## src/rtl/rq_pkg.sv

```systemverilog
package rq_pkg;

  typedef enum logic {
    RQ_TRUNC = 1'b0,
    RQ_ROUND = 1'b1
  } rq_mode_e;

  // strobes from control to datapath
  typedef struct packed {
    logic loadEn;     // capture a new result this cycle
    logic roundEn;    // apply the half-step increment
    logic zeroShift;  // effective shift is zero: bypass
  } rq_strobe_t;

endpackage

```

## src/rtl/rq_ctrl.sv

```systemverilog
module rq_ctrl
  import rq_pkg::*;
#(
  parameter int MAX_SHIFT = 8,
  parameter int SH_W      = 4
) (
  input  logic            clk,
  input  logic            rstN,
  input  logic            inValid,
  input  logic            roundMode,
  input  logic [SH_W-1:0] shiftAmt,
  output rq_strobe_t      strobe,
  output logic [SH_W-1:0] amtEff,
  output logic            outValid
);

  localparam logic [SH_W-1:0] SHIFT_CAP = SH_W'(MAX_SHIFT);

  rq_mode_e modeSel;

  always_comb begin
    modeSel = rq_mode_e'(roundMode);
    amtEff  = (shiftAmt > SHIFT_CAP) ? SHIFT_CAP : shiftAmt;
    strobe.loadEn    = inValid;
    strobe.zeroShift = (amtEff == '0);
    strobe.roundEn   = inValid && (modeSel == RQ_ROUND) && (amtEff != '0);
  end

  always_ff @(posedge clk or negedge rstN) begin
    if (!rstN) outValid <= 1'b0;
    else       outValid <= inValid;
  end

  AST_VALID_FOLLOWS: assert property (@(posedge clk) disable iff (!rstN)
    inValid |=> outValid);

  AST_VALID_IDLE: assert property (@(posedge clk) disable iff (!rstN)
    !inValid |=> !outValid);

  AST_SHIFT_CAPPED: assert property (@(posedge clk) disable iff (!rstN)
    (shiftAmt > SHIFT_CAP) |-> (amtEff == SHIFT_CAP));

endmodule

```

## src/rtl/rq_datapath.sv

```systemverilog
module rq_datapath
  import rq_pkg::*;
#(
  parameter int IN_W      = 16,
  parameter int MAX_SHIFT = 8,
  parameter int SH_W      = 4
) (
  input  logic                 clk,
  input  logic                 rstN,
  input  rq_strobe_t           strobe,
  input  logic [SH_W-1:0]      amt,
  input  logic [IN_W-1:0]      inWord,
  output logic [IN_W-1:0]      outWord,
  output logic [MAX_SHIFT-1:0] outResidue,
  output logic                 outSat
);

  localparam logic [IN_W-1:0] POS_MAX = {1'b0, {(IN_W-1){1'b1}}};

  logic signed [IN_W-1:0] shifted;
  logic [IN_W-1:0]        maxCode;
  logic [MAX_SHIFT-1:0]   residueBits;
  logic [MAX_SHIFT-1:0]   halfSel;
  logic                   halfBit;
  logic                   roundUp;
  logic                   satNext;
  logic [IN_W-1:0]        wordNext;

  // per-bit residue masking and selection of the top dropped bit
  for (genvar i = 0; i < MAX_SHIFT; i++) begin : g_drop
    assign residueBits[i] = (SH_W'(i) < amt) & inWord[i];
    assign halfSel[i]     = (amt == SH_W'(i + 1)) & inWord[i];
  end

  always_comb begin
    shifted  = $signed(inWord) >>> amt;
    maxCode  = POS_MAX >> amt;
    halfBit  = |halfSel;
    roundUp  = strobe.roundEn & halfBit;
    satNext  = roundUp && (shifted == $signed(maxCode));
    if (strobe.zeroShift)
      wordNext = inWord;
    else if (satNext)
      wordNext = maxCode;
    else
      wordNext = shifted + {{(IN_W-1){1'b0}}, roundUp};
  end

  always_ff @(posedge clk or negedge rstN) begin
    if (!rstN) begin
      outWord    <= '0;
      outResidue <= '0;
      outSat     <= 1'b0;
    end else if (strobe.loadEn) begin
      outWord    <= wordNext;
      outResidue <= residueBits;
      outSat     <= satNext;
    end
  end

  AST_TRUNC_EXACT: assert property (@(posedge clk) disable iff (!rstN)
    (strobe.loadEn && !strobe.roundEn) |=>
      (((outWord << $past(amt)) | IN_W'(outResidue)) == $past(inWord)));

  AST_ZERO_SHIFT_PASS: assert property (@(posedge clk) disable iff (!rstN)
    (strobe.loadEn && amt == '0) |=>
      (outWord == $past(inWord) && outResidue == '0 && !outSat));

  AST_SAT_ROUND_ONLY: assert property (@(posedge clk) disable iff (!rstN)
    (strobe.loadEn && !strobe.roundEn) |=> !outSat);

  AST_SAT_AT_MAX: assert property (@(posedge clk) disable iff (!rstN)
    (strobe.loadEn && strobe.roundEn) |=>
      (!outSat || outWord == (POS_MAX >> $past(amt))));

  AST_HOLD_IDLE: assert property (@(posedge clk) disable iff (!rstN)
    !strobe.loadEn |=>
      ($stable(outWord) && $stable(outResidue) && $stable(outSat)));

endmodule

```

## src/rtl/requantizer.sv

```systemverilog
module requantizer #(
  parameter int IN_W      = 16,
  parameter int MAX_SHIFT = 8,
  parameter int SH_W      = $clog2(MAX_SHIFT + 1)
) (
  input  logic                 clk,
  input  logic                 rstN,
  input  logic                 inValid,
  input  logic [IN_W-1:0]      inWord,
  input  logic                 roundMode,
  input  logic [SH_W-1:0]      shiftAmt,
  output logic                 outValid,
  output logic [IN_W-1:0]      outWord,
  output logic [MAX_SHIFT-1:0] outResidue,
  output logic                 outSat
);

  rq_pkg::rq_strobe_t strobe;
  logic [SH_W-1:0]    amtEff;

  rq_ctrl #(
    .MAX_SHIFT(MAX_SHIFT),
    .SH_W     (SH_W)
  ) u_ctrl (
    .clk      (clk),
    .rstN     (rstN),
    .inValid  (inValid),
    .roundMode(roundMode),
    .shiftAmt (shiftAmt),
    .strobe   (strobe),
    .amtEff   (amtEff),
    .outValid (outValid)
  );

  rq_datapath #(
    .IN_W     (IN_W),
    .MAX_SHIFT(MAX_SHIFT),
    .SH_W     (SH_W)
  ) u_dp (
    .clk       (clk),
    .rstN      (rstN),
    .strobe    (strobe),
    .amt       (amtEff),
    .inWord    (inWord),
    .outWord   (outWord),
    .outResidue(outResidue),
    .outSat    (outSat)
  );

endmodule

```

## config.mk

```make
export PLATFORM = sky130hd
export DESIGN_NAME = requantizer
export DESIGN_NICKNAME = d
export VERILOG_FILES = /design/src/rtl/rq_pkg.sv /design/src/rtl/rq_ctrl.sv /design/src/rtl/rq_datapath.sv /design/src/rtl/requantizer.sv
export SDC_FILE = /design/constraint.sdc
export NUM_CORES = 1
export LEC_CHECK = 0
export BUFFER_PORTS_ARGS = -buffer_cell sky130_fd_sc_hd__buf_2
export CORE_MARGIN = 3
export CORE_UTILIZATION = 50
export DETAILED_ROUTE_END_ITERATION = 8
export GPL_ROUTABILITY_DRIVEN = 0
export PLACE_DENSITY = 0.71
export RECOVER_POWER = 100
export SLEW_MARGIN = 15
export SYNTH_ARGS = -nofsm -noshare
export SYNTH_HDL_FRONTEND = slang
export SYNTH_HIERARCHICAL = 1
export SYNTH_SLANG_ARGS = --single-unit
```

## constraint.sdc

```tcl
create_clock -name clk -period 2.45 [get_ports clk]
set_input_delay 0 -clock clk [delete_from_list [all_inputs] [get_ports clk]]
set_output_delay 0 -clock clk [all_outputs]
set_load 0.005 [all_outputs]
```

==> impl_metrics.csv, run 1 <==
group,metric,value,unit
setup_path,path_max_fanout,5,
yosys,syn_area_per_cell,8.484,um^2
route,ant_nets,0,
layout,layout-drive-gt1-share,0.4514,
floorplan,row_count,27,
yosys,synth_edf_count,0,
clocking,cts_buffers,3,
timing,setup_viol,16,
clocking,tritoncts,"built",
clocking,cts_max_path_buffers,2,
layout,layout-area-overhead-vs-synth,39.79,%
grt,grt_pass1_wl,16350,um
floorplan,ios,50,
setup_path,path_cells,"buf_8 -> buf_6 -> and2b_2 -> or3_1 -> buf_4 -> o2bb2ai_1 -> a31o_2 -> a21o_1 -> ha_4 -> o2111ai_4 -> a2111oi_4 -> nand4_1 -> xnor2_1 -> mux2_4 -> a211oi_2 -> nor2_1",
layout,n_antenna_cell,0,
clocking,clk_latency,270,ps
setup_path,cp-start-kind,"input port",
floorplan,core-area,5642,um^2
timing,setup_ws,-357.1,ps
layout,final_cells,535,
setup_path,required,2620,ps
setup_path,criticalPathCategory,"in -> reg",
timing,hold_viol_final,0,
timing,skew,0,ps
clocking,cts_root_buf,"clkbuf_8",
timing,rsz0062_at_grt,"true",
timing,slew_headroom,0.06240,
grt,grt_max_degree,46,
grt,grt_pass1_vias,3212,
route,firstDrtPassIters,5,
grt,grt_use_total,0.2885,
status,violations,"negative setup slack",
timing,period_needed,2807,ps
setup_path,cp.arrival,2980,ps
yosys,synth_cell_types,79,
route,drcViolationCount,0,
route,wl_per_cell,20.58,um
route,drt_iter0_drc,516,
timing,post-route-period-util,1.146,
placed_design,hpwl,7214,um
floorplan,die_w,83.18,um
placed_design,portBuffers,49,
grt,antenna_found_initial,0,
grt,grt.busiest_layer,"met2",
timing,fmax,0.3562,GHz
setup_path,endpoint_kind,"register",
setup_path,crit_slowest_cell,"or3_1",
grt,grt_overflow,0,
grt,use_met2,0.4803,
timing,setup_tns,-2810,ps
yosys,ys.warnings.count,6,
yosys,synth_area,2978,um^2
clocking,clock-sinks,26,
pwr,p_total,0.001663,W
clocking,h-tree-depth,1,
setup_path,critical_path.max_stage_delay,420,ps
route,num_vias,3506,
route,avgViaCountPerCell,6.553,
pwr,power.leakage,1.819,nW
run,drv_cap,0,
yosys,postSynthCellCount,351,
yosys,seq_area_frac_synth,0.2185,
yosys,synthArstFlopShare,1.000,
placed_design,dpl.cell_count,511,
grt,met1_usage,0.3769,
floorplan,initial_core_util,0.5278,
pwr,irDropWorstVdd,349.4,uV
yosys,synthFlopType,"dfrtp_1",
floorplan,die-area,6918,um^2
yosys,yosys_register_bits,26,
pwr,power_density,399.5,nW/um^2
yosys,synth.net_count,377,
timing,tightest_slew,1406,ps
timing,slew_viol_final,0,
grt,use_met3,0.04167,
hold_path,hold_class,"in -> reg",
clocking,clk_pin_slew_worst_paths,90,ps
status,status,"finished with violations",
route,wl,11010,um
floorplan,die_height,83.18,um
layout,nNetsFinal,490,
## registers in the layout, summed over array words and instances (netlist names)
name	flops
u_dp/outSat	1
u_ctrl/outValid	1
u_dp/outWord	16
u_dp/outResidue	8
## path summary, 6_finish.rpt
path,from,to,slack [ps],cells after the start
setup / recovery,shiftAmt[3],u_dp/outWord[12]$_DFFE_PN0P_,-360,16
hold / removal,inWord[0],u_dp/outResidue[0]$_DFFE_PN0P_,9,3
setup reg to reg,u_dp/outWord[11]$_DFFE_PN0P_,u_dp/outWord[11]$_DFFE_PN0P_,1410,4
hold reg to reg,u_dp/outWord[1]$_DFFE_PN0P_,u_dp/outWord[1]$_DFFE_PN0P_,510,1
max in group asynchronous,rstN,u_dp/outWord[12]$_DFFE_PN0P_,1060,2
min in group asynchronous,rstN,u_dp/outWord[0]$_DFFE_PN0P_,570,2
## cell families (layout without fill, tap and decap cells)
group	Yosys count	after routing	synth area share
AOI/OAI and AO/OA	100	100	0.2349
xor gates and xnor gates	14	14	0.04118
adders and majority gates	2	2	0.008402
buffers and inverters	45	156	0.08445
DFF	26	26	0.2185
muxes	37	37	0.1727
and+or+nand+nor	127	128	0.2399
## critical path: cells and delay by family
family | cells | cell delay, ps
multiplexers | 1 | 280
XOR/XNOR | 1 | 190
buffers and inverters | 3 | 350
AND/OR/NAND/NOR | 4 | 920
adder cells (fa/ha/maj) | 1 | 170
AO/OA/AOI/OAI | 6 | 1070
## stage by stage
step	cell area (um^2)	setup slack (ps)	hold WS [ps]	utilization
floorplan	3048	-305.5	-295.6	-
global placement	3686	-571.4	25.58	0.6534
detailed placement	3686	-657.9	29.42	0.6534
CTS	3968	-181.5	13.16	0.7033
global route	4163	-516.5	11.18	0.7379
finish	4163	-357.1	9.293	0.7379
## power breakdown
part | total (W) | internal (W) | leakage, nW | switching (W)
registers | 0.000509 | 0.000482 | 0.317 | 0.0000270
clock network | 0.000363 | 0.000219 | 0.0357 | 0.000144
logic | 0.000791 | 0.000379 | 1.47 | 0.000412
## repair_timing
item                                   4_1_cts  5_1_grt
setup endpoints to repair                   17       17
hold buffers                                 1        0
buffers inserted                             7       11
gates resized for setup                     27       24
pin swaps                                   18       17
endpoints found under the hold margin       26        0
gates cloned                                 1        0
## layout by cell type, fill, tap and decap left out, types with 11 or more instances in the layout
cell	count
a21oi_1	20
buf_2	41
buf_4	74
dfrtp_1	26
inv_1	15
nand2_1	34
nand3_1	11
nor2_1	23
o21ai_0	12
## layer usage
| layer | up-vias | routed length [um] | part of all wire |
|---|---|---|---|
| met3 | 64 | 1112 | 0.10 |
| met4 | 0 | 482 | 0.044 |
| met1 | 1649 | 4358 | 0.40 |
| met2 | 272 | 5057 | 0.46 |
| li1 | 1521 | - | - |
| met5 | - | 0 | 0 |
## cell usage after synthesis, drive strengths merged (2+ instances only)
master | n | share of area
o211ai | 5 | 0.013
a221o | 2 | 0.0067
a31o | 2 | 0.0059
mux2i | 12 | 0.040
o21ai | 22 | 0.038
a2bb2oi | 2 | 0.0059
inv | 15 | 0.019
mux4 | 9 | 0.071
a211oi | 2 | 0.0050
and2b | 3 | 0.0088
and3 | 5 | 0.012
nor3 | 8 | 0.021
nor3b | 4 | 0.016
buf | 18 | 0.050
and3b | 3 | 0.0088
dfrtp | 26 | 0.22
nand2b | 5 | 0.011
a22oi | 4 | 0.012
a2111oi | 2 | 0.0084
xor2 | 3 | 0.0088
clkbuf | 11 | 0.014
nand3 | 11 | 0.018
o22ai | 11 | 0.025
a21boi | 2 | 0.0063
mux2 | 16 | 0.062
or3b | 2 | 0.0067
a211o | 2 | 0.0059
xnor2 | 11 | 0.032
a31oi | 5 | 0.011
nand3b | 4 | 0.010
nor2b | 5 | 0.011
a21oi | 23 | 0.040
and2 | 5 | 0.011
ha | 2 | 0.0084
nor2 | 24 | 0.030
or3 | 5 | 0.011
nand2 | 35 | 0.044
a21o | 3 | 0.0076
o31ai | 3 | 0.014
or2 | 4 | 0.0084
## area by class of cell
| type | instances | area, um^2 |
|---|---|---|
| Tap cell | 72 | 90.09 |
| Clock inverter | 1 | 30.03 |
| Inverter | 16 | 60.06 |
| Fill cell | 400 | 1479 |
| Timing Repair Buffer | 136 | 968.4 |
| Sequential cell | 26 | 650.6 |
| Clock buffer | 3 | 41.29 |
| Multi-Input combinational cell | 281 | 2322 |
Note: power is estimated with default switching activity, not from simulation.
==> run 2, diff against run 1 <==
RECOVER_POWER = unset   (was 100)
==> impl_metrics.csv, run 2 (same netlist as run 1, synthesis figures left out) <==
group,metric,value,unit
layout,top_regs,"u_dp/outWord (16), u_dp/outResidue (8)",
clocking,clock-sinks,26,
layout,regMostFlops,"u_dp/outWord",
layout,final_common_cell,"buf_4",
floorplan,ios,50,
clocking,cts_buffers,3,
grt,antenna_found_initial,0,
setup_path,endpoint_kind,"register",
route,avgViaCountPerCell,6.536,
floorplan,die_w,83.18,um
timing,hold_viol_final,0,
setup_path,criticalPathCategory,"in -> reg",
route,num_vias,3497,
clocking,cts_root_buf,"clkbuf_8",
route,drt_iter0_drc,510,
floorplan,initial_core_util,0.5278,
setup_path,path_cells,"buf_8 -> buf_6 -> and2b_2 -> or3_1 -> buf_4 -> o2bb2ai_1 -> a31o_2 -> a21o_1 -> ha_4 -> o2111ai_4 -> a2111oi_4 -> nand4_1 -> xnor2_1 -> mux2_4 -> a211oi_2 -> nor2_1",
timing,slew_viol_final,0,
pwr,power_density,400.3,nW/um^2
floorplan,die-area,6918,um^2
timing,setup_ws,-373.4,ps
grt,grt_max_degree,46,
setup_path,required,2620,ps
floorplan,die_height,83.18,um
clocking,h-tree-depth,1,
timing,post-route-period-util,1.152,
clocking,clk_latency,280,ps
route,firstDrtPassIters,9,
pwr,irDropWorstVdd,354.0,uV
grt,grt_use_total,0.2885,
grt,grt_pass1_wl,16350,um
grt,grt_pass1_vias,3212,
setup_path,crit_slowest_cell,"or3_1",
grt,grt_overflow,0,
pwr,power.leakage,1.841,nW
route,ant_nets,0,
placed_design,dpl.cell_count,511,
status,status,"finished with violations",
route,wl_per_cell,20.66,um
floorplan,core-area,5642,um^2
route,wl,11050,um
hold_path,hold_class,"in -> reg",
layout,mostFrequentLayoutCells,"buf_4 (74), buf_2 (48), nand2_1 (34), dfrtp_1 (26), nor2_1 (23)",
timing,tightest_slew,589.2,ps
timing,slew_headroom,0.6072,
timing,rsz0062_at_grt,"true",
timing,setup_viol,16,
clocking,tritoncts,"built",
pwr,p_total,0.001670,W
placed_design,portBuffers,49,
setup_path,path_max_fanout,5,
timing,period_needed,2823,ps
layout,layout-area-overhead-vs-synth,40.08,%
floorplan,row_count,27,
layout,layout-drive-gt1-share,0.4665,
placed_design,hpwl,7214,um
layout,nFillCells,394,
timing,fmax,0.3542,GHz
layout,final_util,0.7394,
layout,final_area,4172,um^2
route,drcViolationCount,0,
setup_path,cp.arrival,2990,ps
run,drv_cap,0,
layout,nNetsFinal,490,
setup_path,cp-start-kind,"input port",
status,violations,"negative setup slack",
layout,n_antenna_cell,0,
layout,multi_input_area,2322,um^2
layout,final_cells,535,
setup_path,path_buf_inv,3,
clocking,clk_pin_slew_worst_paths,90,ps
setup_path,cpLargestDelayFamily,"compound AO/OA/AOI/OAI gates",
placed_design,place_area,3686,um^2
setup_path,critical_path.max_stage_delay,420,ps
layout,ff_latch_area,650.6,um^2
timing,skew,0,ps
layout,largest_reg_flops,16,
clocking,cts_max_path_buffers,2,
run 2: cell count changes in the layout (fill, tap and decap cells not counted), sizes merged:
cell    before  now
buf        128  135
clkbuf      10    3
run 2: worst paths after layout:
path,startpoint,to,slack [ps],cells after the start
worst max-delay path,shiftAmt[3],u_dp/outWord[12]$_DFFE_PN0P_,-370,16
worst min register to register,u_dp/outWord[1]$_DFFE_PN0P_,u_dp/outWord[1]$_DFFE_PN0P_,510,1
max in group asynchronous,rstN,u_dp/outWord[12]$_DFFE_PN0P_,1820,2
worst min-delay path,inWord[0],u_dp/outResidue[0]$_DFFE_PN0P_,9,3
min in group asynchronous,rstN,u_dp/outResidue[3]$_DFFE_PN0P_,250,2
worst max register to register,u_dp/outWord[11]$_DFFE_PN0P_,u_dp/outWord[11]$_DFFE_PN0P_,1410,4
run 2: final cells by class:
cell class | count | share of cell area
multi-input cells | 281 | 0.5567
repair buffers | 136 | 0.2343
flip-flops and latches | 26 | 0.1560
well taps | 72 | 0.02160
inverters | 16 | 0.01440
clock buffers | 3 | 0.009898
clock inverters | 1 | 0.007199
run 2: repair_timing:
item                                    in CTS  in global routing
resized for setup                           27                 24
endpoints found under the setup margin      17                 17
pin swaps                                   18                 17
hold buffers                                 1                  0
hold endpoints to repair                    26                  0
buffers inserted                             7                 11
cloned                                       1                  0
run 2: worst min-delay path: stages:
cell     delay [ps]
buf_2           130
nand2_1          60
o22ai_1          50
run 2: through the flow:
stage | setup TNS (ps) | hold slack, ps | setup WS, ps
floorplan | -1780 | -295.6 | -305.5
global placement | -8197 | 25.58 | -571.4
detailed placement | -9421 | 29.42 | -657.9
CTS | -755.5 | 13.16 | -181.5
global route | -4332 | 11.18 | -516.5
finish | -2833 | 8.687 | -373.4
run 2: per-layer routing:
layer / wire, um / GRT usage
met5: 0 / 0
met4: 461 / 0.1129
met3: 1102 / 0.04167
met2: 5122 / 0.4803
met1: 4366 / 0.3769
run 2: where the power goes:
group          total [W]  switching [W]  internal, W
logic           0.000796       0.000414     0.000382
registers       0.000509      0.0000268     0.000482
clock network   0.000365       0.000146     0.000219
total            0.00167       0.000587      0.00108
==> run 3, diff against run 2 <==
==> constraint.sdc (replaced) <==
create_clock -name clk -period 2.45 [get_ports clk]
set_input_delay 0.3675 -clock clk [delete_from_list [all_inputs] [get_ports clk]]
set_output_delay 0.3675 -clock clk [all_outputs]
set_load 0.005 [all_outputs]
==> impl_metrics.csv, run 3 (same netlist as run 1, synthesis figures left out) <==
group,metric,value,unit
status,status,"finished with violations",
status,violations,"negative setup slack",
timing,tightest_slew,581.2,ps
timing,setup_ws,-527.0,ps
clocking,cts_buffers,3,
clocking,clk_pin_slew_worst_paths,90,ps
setup_path,cp-start-kind,"input port",
placed_design,hpwl,7643,um
setup_path,endpoint_kind,"register",
route,wl,10400,um
setup_path,criticalPathCategory,"in -> reg",
setup_path,required,2610,ps
clocking,tritoncts,"built",
layout,mostFrequentLayoutCells,"buf_4 (96), buf_2 (47), nand2_1 (35), dfrtp_1 (26), nor2_1 (23)",
floorplan,die_height,83.18,um
route,ant_nets,0,
route,drcViolationCount,0,
route,num_vias,3411,
layout,regMostFlops,"u_dp/outWord",
layout,nNetsFinal,504,
pwr,p_comb_frac,0.476,
setup_path,crit_top_cell,"buf_6",
grt,grt_overflow,0,
pwr,power.leakage,1.873,nW
timing,setup_tns,-6802,ps
floorplan,ios,50,
grt,grt_use_total,0.2950,
setup_path,cp.arrival,3140,ps
timing,setup_viol,17,
grt,grt_pass1_vias,3292,
floorplan,die_w,83.18,um
layout,final_common_cell,"buf_4",
pwr,p_int,0.001096,W
route,avgViaCountPerCell,6.213,
timing,post-route-period-util,1.215,
floorplan,initial_core_util,0.5278,
pwr,p_seq_frac,0.308,
grt,antenna_found_initial,0,
clocking,cts_root_buf,"clkbuf_8",
layout,top_regs,"u_dp/outWord (16), u_dp/outResidue (8)",
grt,grt_max_degree,46,
run,drv_cap,0,
pwr,switchingPower,0.0005622,W
pwr,switching_share,0.3391,
route,firstDrtPassIters,5,
route,wl_per_cell,18.94,um
grt,grt_pass1_wl,16810,um
setup_path,path_max_fanout,15,
floorplan,die-area,6918,um^2
setup_path,crit_slowest_cell,"mux4_2",
setup_path,critical_path.max_stage_delay,590,ps
hold_path,hold_class,"in -> async",
timing,slew_headroom,0.6125,
pwr,irDropWorstVdd,390.3,uV
floorplan,core-area,5642,um^2
clocking,clock-sinks,26,
timing,rsz0062_at_grt,"true",
layout,n_antenna_cell,0,
clocking,clk_latency,270,ps
clocking,cts_hold_buf,0,
layout,nFillCells,381,
floorplan,row_count,27,
timing,period_needed,2977,ps
placed_design,portBuffers,49,
layout,largest_reg_flops,16,
setup_path,path_cells,"buf_8 -> and2b_2 -> buf_12 -> buf_6 -> mux4_2 -> buf_4 -> o31ai_2 -> a2111oi_2 -> and3_2 -> buf_6 -> o21ai_1 -> nand2_1 -> mux2_2",
timing,fmax,0.3359,GHz
timing,slew_viol_final,0,
layout,layout-area-overhead-vs-synth,40.29,%
timing,hold_viol_final,0,
placed_design,post-place-ws,-862.2,ps
route,drt_iter0_drc,334,
clocking,h-tree-depth,1,
clocking,cts_max_path_buffers,2,
pwr,clock_power_share,0.216,
layout,layout-drive-gt1-share,0.4780,
pwr,power_density,396.8,nW/um^2
timing,skew,0,ps
layout,final_util,0.7405,
run 3: cell count changes in the layout (fill, tap and decap cells not counted), sizes merged:
cell | before | now
buf | 135 | 151
dlygate4sd3 | 1 | 0
and2b | 4 | 3
run 3: layout make-up:
type,count,area (um^2),area share
inverter,16,60.06,0.01438
sequential,26,650.6,0.1557
multi-input combinational,280,2238,0.5358
clock inverter,1,30.03,0.007188
clock buffer,3,41.29,0.009883
timing repair buffer,151,1067,0.2555
tap,72,90.09,0.02156
run 3: per-stage QoR:
step / cell area (um^2) / hold WS, ps / std cells / total power, W
floorplan: 3074 / 71.91 / 351 / 0.0009219
global placement: 3941 / 395.5 / 540 / 0.001228
detailed placement: 3941 / 409.3 / 540 / 0.001244
CTS: 4111 / 103.1 / 545 / 0.001628
global route: 4178 / 119.8 / 549 / 0.001740
finish: 4178 / 81.45 / 549 / 0.001658
run 3: worst paths after layout:
check	cells after the start	slack (ps)	to	start
setup reg to reg	4	1470	u_dp/outWord[11]$_DFFE_PN0P_	u_dp/outWord[11]$_DFFE_PN0P_
max in group asynchronous	1	1990	u_dp/outWord[7]$_DFFE_PN0P_	rstN
hold / removal	1	80	u_dp/outResidue[7]$_DFFE_PN0P_	rstN
min in group clk	4	500	u_dp/outResidue[5]$_DFFE_PN0P_	inWord[5]
hold reg to reg	2	510	u_dp/outWord[10]$_DFFE_PN0P_	u_dp/outWord[10]$_DFFE_PN0P_
setup / recovery	13	-530	u_dp/outWord[6]$_DFFE_PN0P_	shiftAmt[3]
run 3: timing repair:
item                                    CTS  global route
setup buffers                             1             4
gates resized for setup                  21             7
pin swaps                                 8             1
endpoints found under the setup margin   17            17
hold endpoints to repair                  0             0
run 3: worst max-delay path, delay by kind of cell:
family / cells / cell delay (ps)
multiplexers: 2 / 860
buffers and inverters: 5 / 720
AO/OA/AOI/OAI: 3 / 580
AND/OR/NAND/NOR: 3 / 630
run 3: per-layer routing:
layer / GRT usage / wire [um]
met1: 0.3822 / 4245
met2: 0.4891 / 4858
met3: 0.04365 / 800
met4: 0.1248 / 495
met5: 0 / 0
run 3: power by group through the flow:
| stage | Sequential (W) | Clock (W) | Combinational [W] |
|---|---|---|---|
| after CTS | 0.000510 | 0.000368 | 0.000750 |
| after detailed placement | 0.000518 | 0 | 0.000725 |
| after global routing | 0.000516 | 0.000381 | 0.000842 |
| final | 0.000510 | 0.000358 | 0.000790 |
| after global placement | 0.000516 | 0 | 0.000712 |
| after floorplan | 0.000522 | 0 | 0.000400 |
